--- src/rtl/sdl_pkg.sv ---
package sdl_pkg;
  typedef enum logic {
    SRC_MAIN   = 1'b0,
    SRC_RECIRC = 1'b1
  } src_e;

  localparam int unsigned DEF_STAGES = 64;
  localparam int unsigned DEF_TAPS   = 2;
endpackage

--- src/rtl/sdl_input_mux.sv ---
module sdl_input_mux
  import sdl_pkg::*;
(
  input  logic main_i,
  input  logic recirc_i,
  input  logic sel_i,
  output logic bit_o
);
  src_e src;

  always_comb begin
    src = src_e'(sel_i);
    case (src)
      SRC_RECIRC: bit_o = recirc_i;
      default:    bit_o = main_i;
    endcase
  end
endmodule

--- src/rtl/sdl_stage_chain.sv ---
module sdl_stage_chain #(
  parameter int unsigned STAGES = 64
) (
  input  logic clk,
  input  logic rst,
  input  logic shift_in,
  output logic head_o,
  output logic tail_o
);
  localparam int unsigned TOP = STAGES - 1;

  logic [TOP:0] cells;

  always_ff @(posedge clk) begin
    if (rst) cells <= '0;
    else     cells <= {cells[TOP-1:0], shift_in};
  end

  assign head_o = cells[0];
  assign tail_o = cells[TOP];
endmodule

--- src/rtl/sdl_half_stage.sv ---
module sdl_half_stage (
  input  logic clk,
  input  logic rst,
  input  logic d_i,
  output logic q_o
);
  always_ff @(negedge clk) begin
    if (rst) q_o <= 1'b0;
    else     q_o <= d_i;
  end
endmodule

--- src/rtl/sdl_clock_tap.sv ---
module sdl_clock_tap #(
  parameter int unsigned TAPS = 2
) (
  input  logic clk_i,
  output logic clk_o
);
  logic [TAPS:0] buf_path;

  assign buf_path[0] = clk_i;
  for (genvar gi = 0; gi < TAPS; gi++) begin : g_buf
    assign buf_path[gi+1] = buf_path[gi];
  end
  assign clk_o = buf_path[TAPS];
endmodule

--- src/rtl/serial_delay_line.sv ---
module serial_delay_line #(
  parameter int unsigned STAGES = sdl_pkg::DEF_STAGES,
  parameter int unsigned TAPS   = sdl_pkg::DEF_TAPS
) (
  input  logic clk,
  input  logic rst,
  input  logic din,
  input  logic rin,
  input  logic sel_recirc,
  output logic q,
  output logic q_half,
  output logic clk_dly
);
  logic entry_bit;
  logic head_bit;

  sdl_input_mux u_mux (
    .main_i   (din),
    .recirc_i (rin),
    .sel_i    (sel_recirc),
    .bit_o    (entry_bit)
  );

  sdl_stage_chain #(.STAGES(STAGES)) u_chain (
    .clk      (clk),
    .rst      (rst),
    .shift_in (entry_bit),
    .head_o   (head_bit),
    .tail_o   (q)
  );

  sdl_half_stage u_half (
    .clk (clk),
    .rst (rst),
    .d_i (q),
    .q_o (q_half)
  );

  sdl_clock_tap #(.TAPS(TAPS)) u_tap (
    .clk_i (clk),
    .clk_o (clk_dly)
  );
endmodule

--- config.mk ---
export PLATFORM = sky130hd
export DESIGN_NAME = serial_delay_line
export DESIGN_NICKNAME = d
export VERILOG_FILES = /design/src/rtl/sdl_pkg.sv /design/src/rtl/sdl_input_mux.sv /design/src/rtl/sdl_stage_chain.sv /design/src/rtl/sdl_half_stage.sv /design/src/rtl/sdl_clock_tap.sv /design/src/rtl/serial_delay_line.sv
export SDC_FILE = /design/constraint.sdc
export NUM_CORES = 1
export LEC_CHECK = 0
export ABC_AREA = 1
export ABC_CLOCK_PERIOD_IN_PS = 1400
export BUFFER_PORTS_ARGS = -buffer_cell sky130_fd_sc_hd__clkbuf_2
export CAP_MARGIN = 5
export CORE_UTILIZATION = 32
export CTS_BUF_LIST = sky130_fd_sc_hd__clkbuf_2 sky130_fd_sc_hd__clkbuf_4 sky130_fd_sc_hd__clkbuf_8
export DETAILED_ROUTE_END_ITERATION = 6
export PLACE_DENSITY = 0.53
export SLEW_MARGIN = 20
export SYNTH_ARGS = -nofsm -noshare
export SYNTH_HDL_FRONTEND = slang
export SYNTH_SLANG_ARGS = --single-unit
export TNS_END_PERCENT = 100
--- constraint.sdc ---
create_clock -name clk -period 1.4 [get_ports clk]
set_input_delay 0.14 -clock clk [delete_from_list [all_inputs] [get_ports clk]]
set_output_delay 0.14 -clock clk [all_outputs]
set_load 0.02 [all_outputs]
* Yosys cells after proc, flatten, opt, wreduce, memory -nomap -nowiden *
Index checks and enable logic that the tools add are counted.

storage, ports and cells
  register bits after elaboration = 65
  bits of input ports = 5
  output and inout port bits = 3

operators by class
  mux-type cells = 1

operators by type and width
  kind               number
  1-bit two-way mux  1

* Longest topological paths before layout *
  word-level depth = 1
  mapped depth = 4
  depth with buffers taken out = 4

* By module *
Synthesis repeated with hierarchy kept, for this count alone.

second synthesis, totals
  cell total of the unflattened synthesis = 208
  area total of the unflattened synthesis = 1,896.8 um^2

modules (own cells, without submodules)
  module           area each (um^2)  cells each  times used
  sdl_stage_chain  1,840.5           199         1
  sdl_half_stage   33.8              4           1
  sdl_input_mux    15.0              4           1
  sdl_clock_tap    7.5               1           1

==> summary by stage <==
Run status
The final reports fail on negative setup slack. The run finished, with violations left.

Route
After detailed routing, the average wire length per cell comes to 7.257 um. After detailed routing, the number of remaining DRC violations is 0. The detailed-routing iteration count for the pre-antenna-repair pass is 4. In the routed layout, each cell is associated on average with a via count of 3.510. The detail route stage leaves a number of antenna-violating nets equal to 0. The final layout contains routed wiring with a total length of 2148 um. The routed via count is 1039. The number of DRC violations after detailed-routing iteration 0 is 42.

Die
The initial utilization of the core area, before any placement, comes to 33.67%. In this run the vertical extent of the chip is 78.81 um. The die outline area is 0.006211 mm^2.

The region available for standard cell placement spans 0.005608 mm^2. The die extent in x is 78.81 um. The cell row count is 27. 8 I/O pins were placed.

Min path
The path class of the tightest hold or removal check is in2reg.

Critical path
Following the worst setup path forward leads to its endpoint at q_half. The number of buffers and inverters on the critical path is 1. The number of stages on the worst setup path is 1.

The worst setup path is captured at a primary output. The worst setup path is launched from a flop. At the worst endpoint, the required time is 1.26 ns. For flop-to-flop paths, the worst setup slack is 0.24 ns. Of all nets on the critical path, the largest fanout is 1. The end of the worst register-to-register path is u_half.q_o. The kind of cell adding the most delay to the critical path is flip-flops. The data arrival at the endpoint of the critical path is 1.49 ns. Traced cell by cell, the critical path runs through buf_8.

For this design, the slowest cell found on the critical path is sky130_fd_sc_hd__dfxtp_2. The worst-case reg-to-reg path depth is 2. The start of the worst register-to-register path is u_chain.cells[63]. The source of the critical timing path is u_half.q_o. The largest stage delay on the critical path is 0.31 ns. By startpoint and endpoint, the worst setup path is classified as reg2out.

Synthesis
In the synthesized netlist, the number of instances is 208. The count of state elements after synthesis is 65. Of the synthesized area, sequential elements account for 68.92%.

The average cell area after synthesis is 9.077 um^2. The cell area after synthesis is 0.001888 mm^2. The number of nets in the synthesized netlist is 213.

The netlist uses 7 different library cells. The Yosys warning count is 0.

Power and ir drop
In this run, the combinational gates consume 1.2% of the power. The largest voltage drop on the vdd net is 1.211 mV. The switching fraction of total power is 20.53%. Power spread over the standard cell area amounts to 1622 mW/mm^2. The internal cell power is 2.778 mW.

The fraction of power consumed by sequential logic is 53.1%. The leakage power is 0.8599 nW. The overall power is 3.495 mW. The clock network fraction of total power is 45.7%. The analysis attributes to net switching a power of 0.7175 mW.

Timing
After layout, the worst setup slack is -0.2259 ns. The number of pins with negative max-slew slack in the final report came to 0. The final setup skew is 0.03534 ns. Measured against its own limit, the worst slew margin works out to 60.92%. The hold violation total from the final report is 0. Hold timing on the final database bottoms out at a slack of 0.03569 ns.

The total setup violations reported at the end of the flow is 1. For the pin with the worst max-slew slack, the measured transition is 0.5862 ns. Setup repair after global routing could not meet its margin everywhere. The final-layout setup total negative slack is -0.2259 ns.

Global routing
The pin count of the biggest net entering global routing is 65. The number of antenna violations at the first check in global routing is 0. The total overflow left after global routing is 0. The number of global-route vias before repair is 973. The first global-routing pass estimated 4029 um of wire.

The total track usage is 9.042%.

Final layout
Fill cells in the final layout number 608. At the end of the flow the core is filled with cells to 38.42%. The signed area change from the synthesized netlist to the final layout is 14.12%. For this run, the number of standard cells in the final layout without fillers is 296.

The count of antenna diodes in the layout is 0. Of the cells placed in the final design, the portion with a size suffix greater than 1 is 11.16%. The final layout contains 224 nets. The post-route standard cell area excluding fillers is 0.002155 mm^2.

Clocking
The number of H-tree branching levels is 3. The clock transition at the registers of the reported paths is 0.06 ns. The tree is rooted in a sky130_fd_sc_hd__clkbuf_8. The total setup buffers inserted after CTS is 0. TritonCTS built the clock tree. In this run, CTS created clock tree buffers numbering 9. The clock tree buffer depth is 2.

The clock network latency to the later pin of the worst-skew pair is 0.36 ns.

Placement
Before CTS, the worst setup slack after placement is 0.1211 ns. The last weighted congestion value of the routability-driven placer is 0.6464. Port buffering added 7 buffers. Once detailed placement completed, the half-perimeter wirelength came to 1099 um. Once placement completed, the tool counted placed cells totaling 280. After detailed placement, the total cell area comes to 0.001941 mm^2.

Run
The max-capacitance violation count is 0.
==> power by group through the flow <==
stage / clock (mW) / sequential (mW) / combinational [mW]
3_5_place_dp: 0.0753 / 1.90 / 0.0426
6_report: 1.60 / 1.86 / 0.0407
2_1_floorplan: 0.0924 / 1.90 / 0.0459
4_1_cts: 1.68 / 1.86 / 0.0426
3_3_place_gp: 0.0753 / 1.90 / 0.0429
5_1_grt: 1.76 / 1.85 / 0.0486
==> repair_timing <==
| item | 4_1_cts | 5_1_grt |
|---|---|---|
| hold endpoints to repair | 0 | 0 |
| resized for setup | 3 | 1 |
| gates cloned | 0 | 0 |
| setup endpoints to repair | 1 | 1 |
| hold buffers | 0 | 0 |
==> per-layer routing <==
metal  global-route usage (%)  up-vias  wire length (um)
li1                         -      576                 -
met1                    9.424      440              1119
met2                    12.96       19               837
met3                    6.667        4               157
met4                    5.455        0                33
met5                        0        -                 0
==> worst min-delay path by stage <==
stage               from          endpoint  slack (ns)  cells past startpoint
floorplan            clk           clk_dly        0.25                      1
finish               din  u_chain.cells[0]        0.04                      3
global placement     clk           clk_dly        0.28                      1
detailed placement   clk           clk_dly        0.28                      1
global route         din  u_chain.cells[0]        0.03                      3
CTS                  din  u_chain.cells[0]        0.01                      3
==> cell families after synthesis <==
kind of cell	count (synthesis)	share of synthesized area, %
buf+inv	75	17.56
simple gates	68	13.52
flops	65	68.92
==> flip-flops by register name, summed over array words and instances, names as in the netlist <==
register,cells
u_half.q_o,1
u_chain.cells,64
==> Yosys cell counts <==
master | n | area (um^2)
sky130_fd_sc_hd__nand2_1 | 2 | 7.510
sky130_fd_sc_hd__buf_2 | 1 | 5.000
sky130_fd_sc_hd__buf_4 | 1 | 7.510
sky130_fd_sc_hd__inv_1 | 67 | 251.5
sky130_fd_sc_hd__nor2_1 | 66 | 247.7
sky130_fd_sc_hd__dfxtp_1 | 65 | 1301
sky130_fd_sc_hd__buf_6 | 6 | 67.56
==> cell type report <==
cell class | instances | area, um^2 | share of cell area (%)
Clock buffer | 16 | 202.7 | 9.408
Timing Repair Buffer | 7 | 47.55 | 2.207
Sequential cell | 65 | 1303 | 60.45
Clock inverter | 2 | 8.758 | 0.4065
Multi-Input combinational cell | 68 | 255.2 | 11.85
Tap cell | 72 | 90.09 | 4.181
Inverter | 66 | 247.7 | 11.50
==> layout by cell type (no fill, tap or decap), drive strengths merged <==
| cell | Yosys | final |
|---|---|---|
| clkinv | 0 | 1 |
| dfxtp | 65 | 65 |
| clkbuf | 0 | 21 |
| inv | 67 | 67 |
| nand2 | 2 | 2 |
| buf | 8 | 2 |
| nor2 | 66 | 66 |
Power figures use the tool's default switching activity.
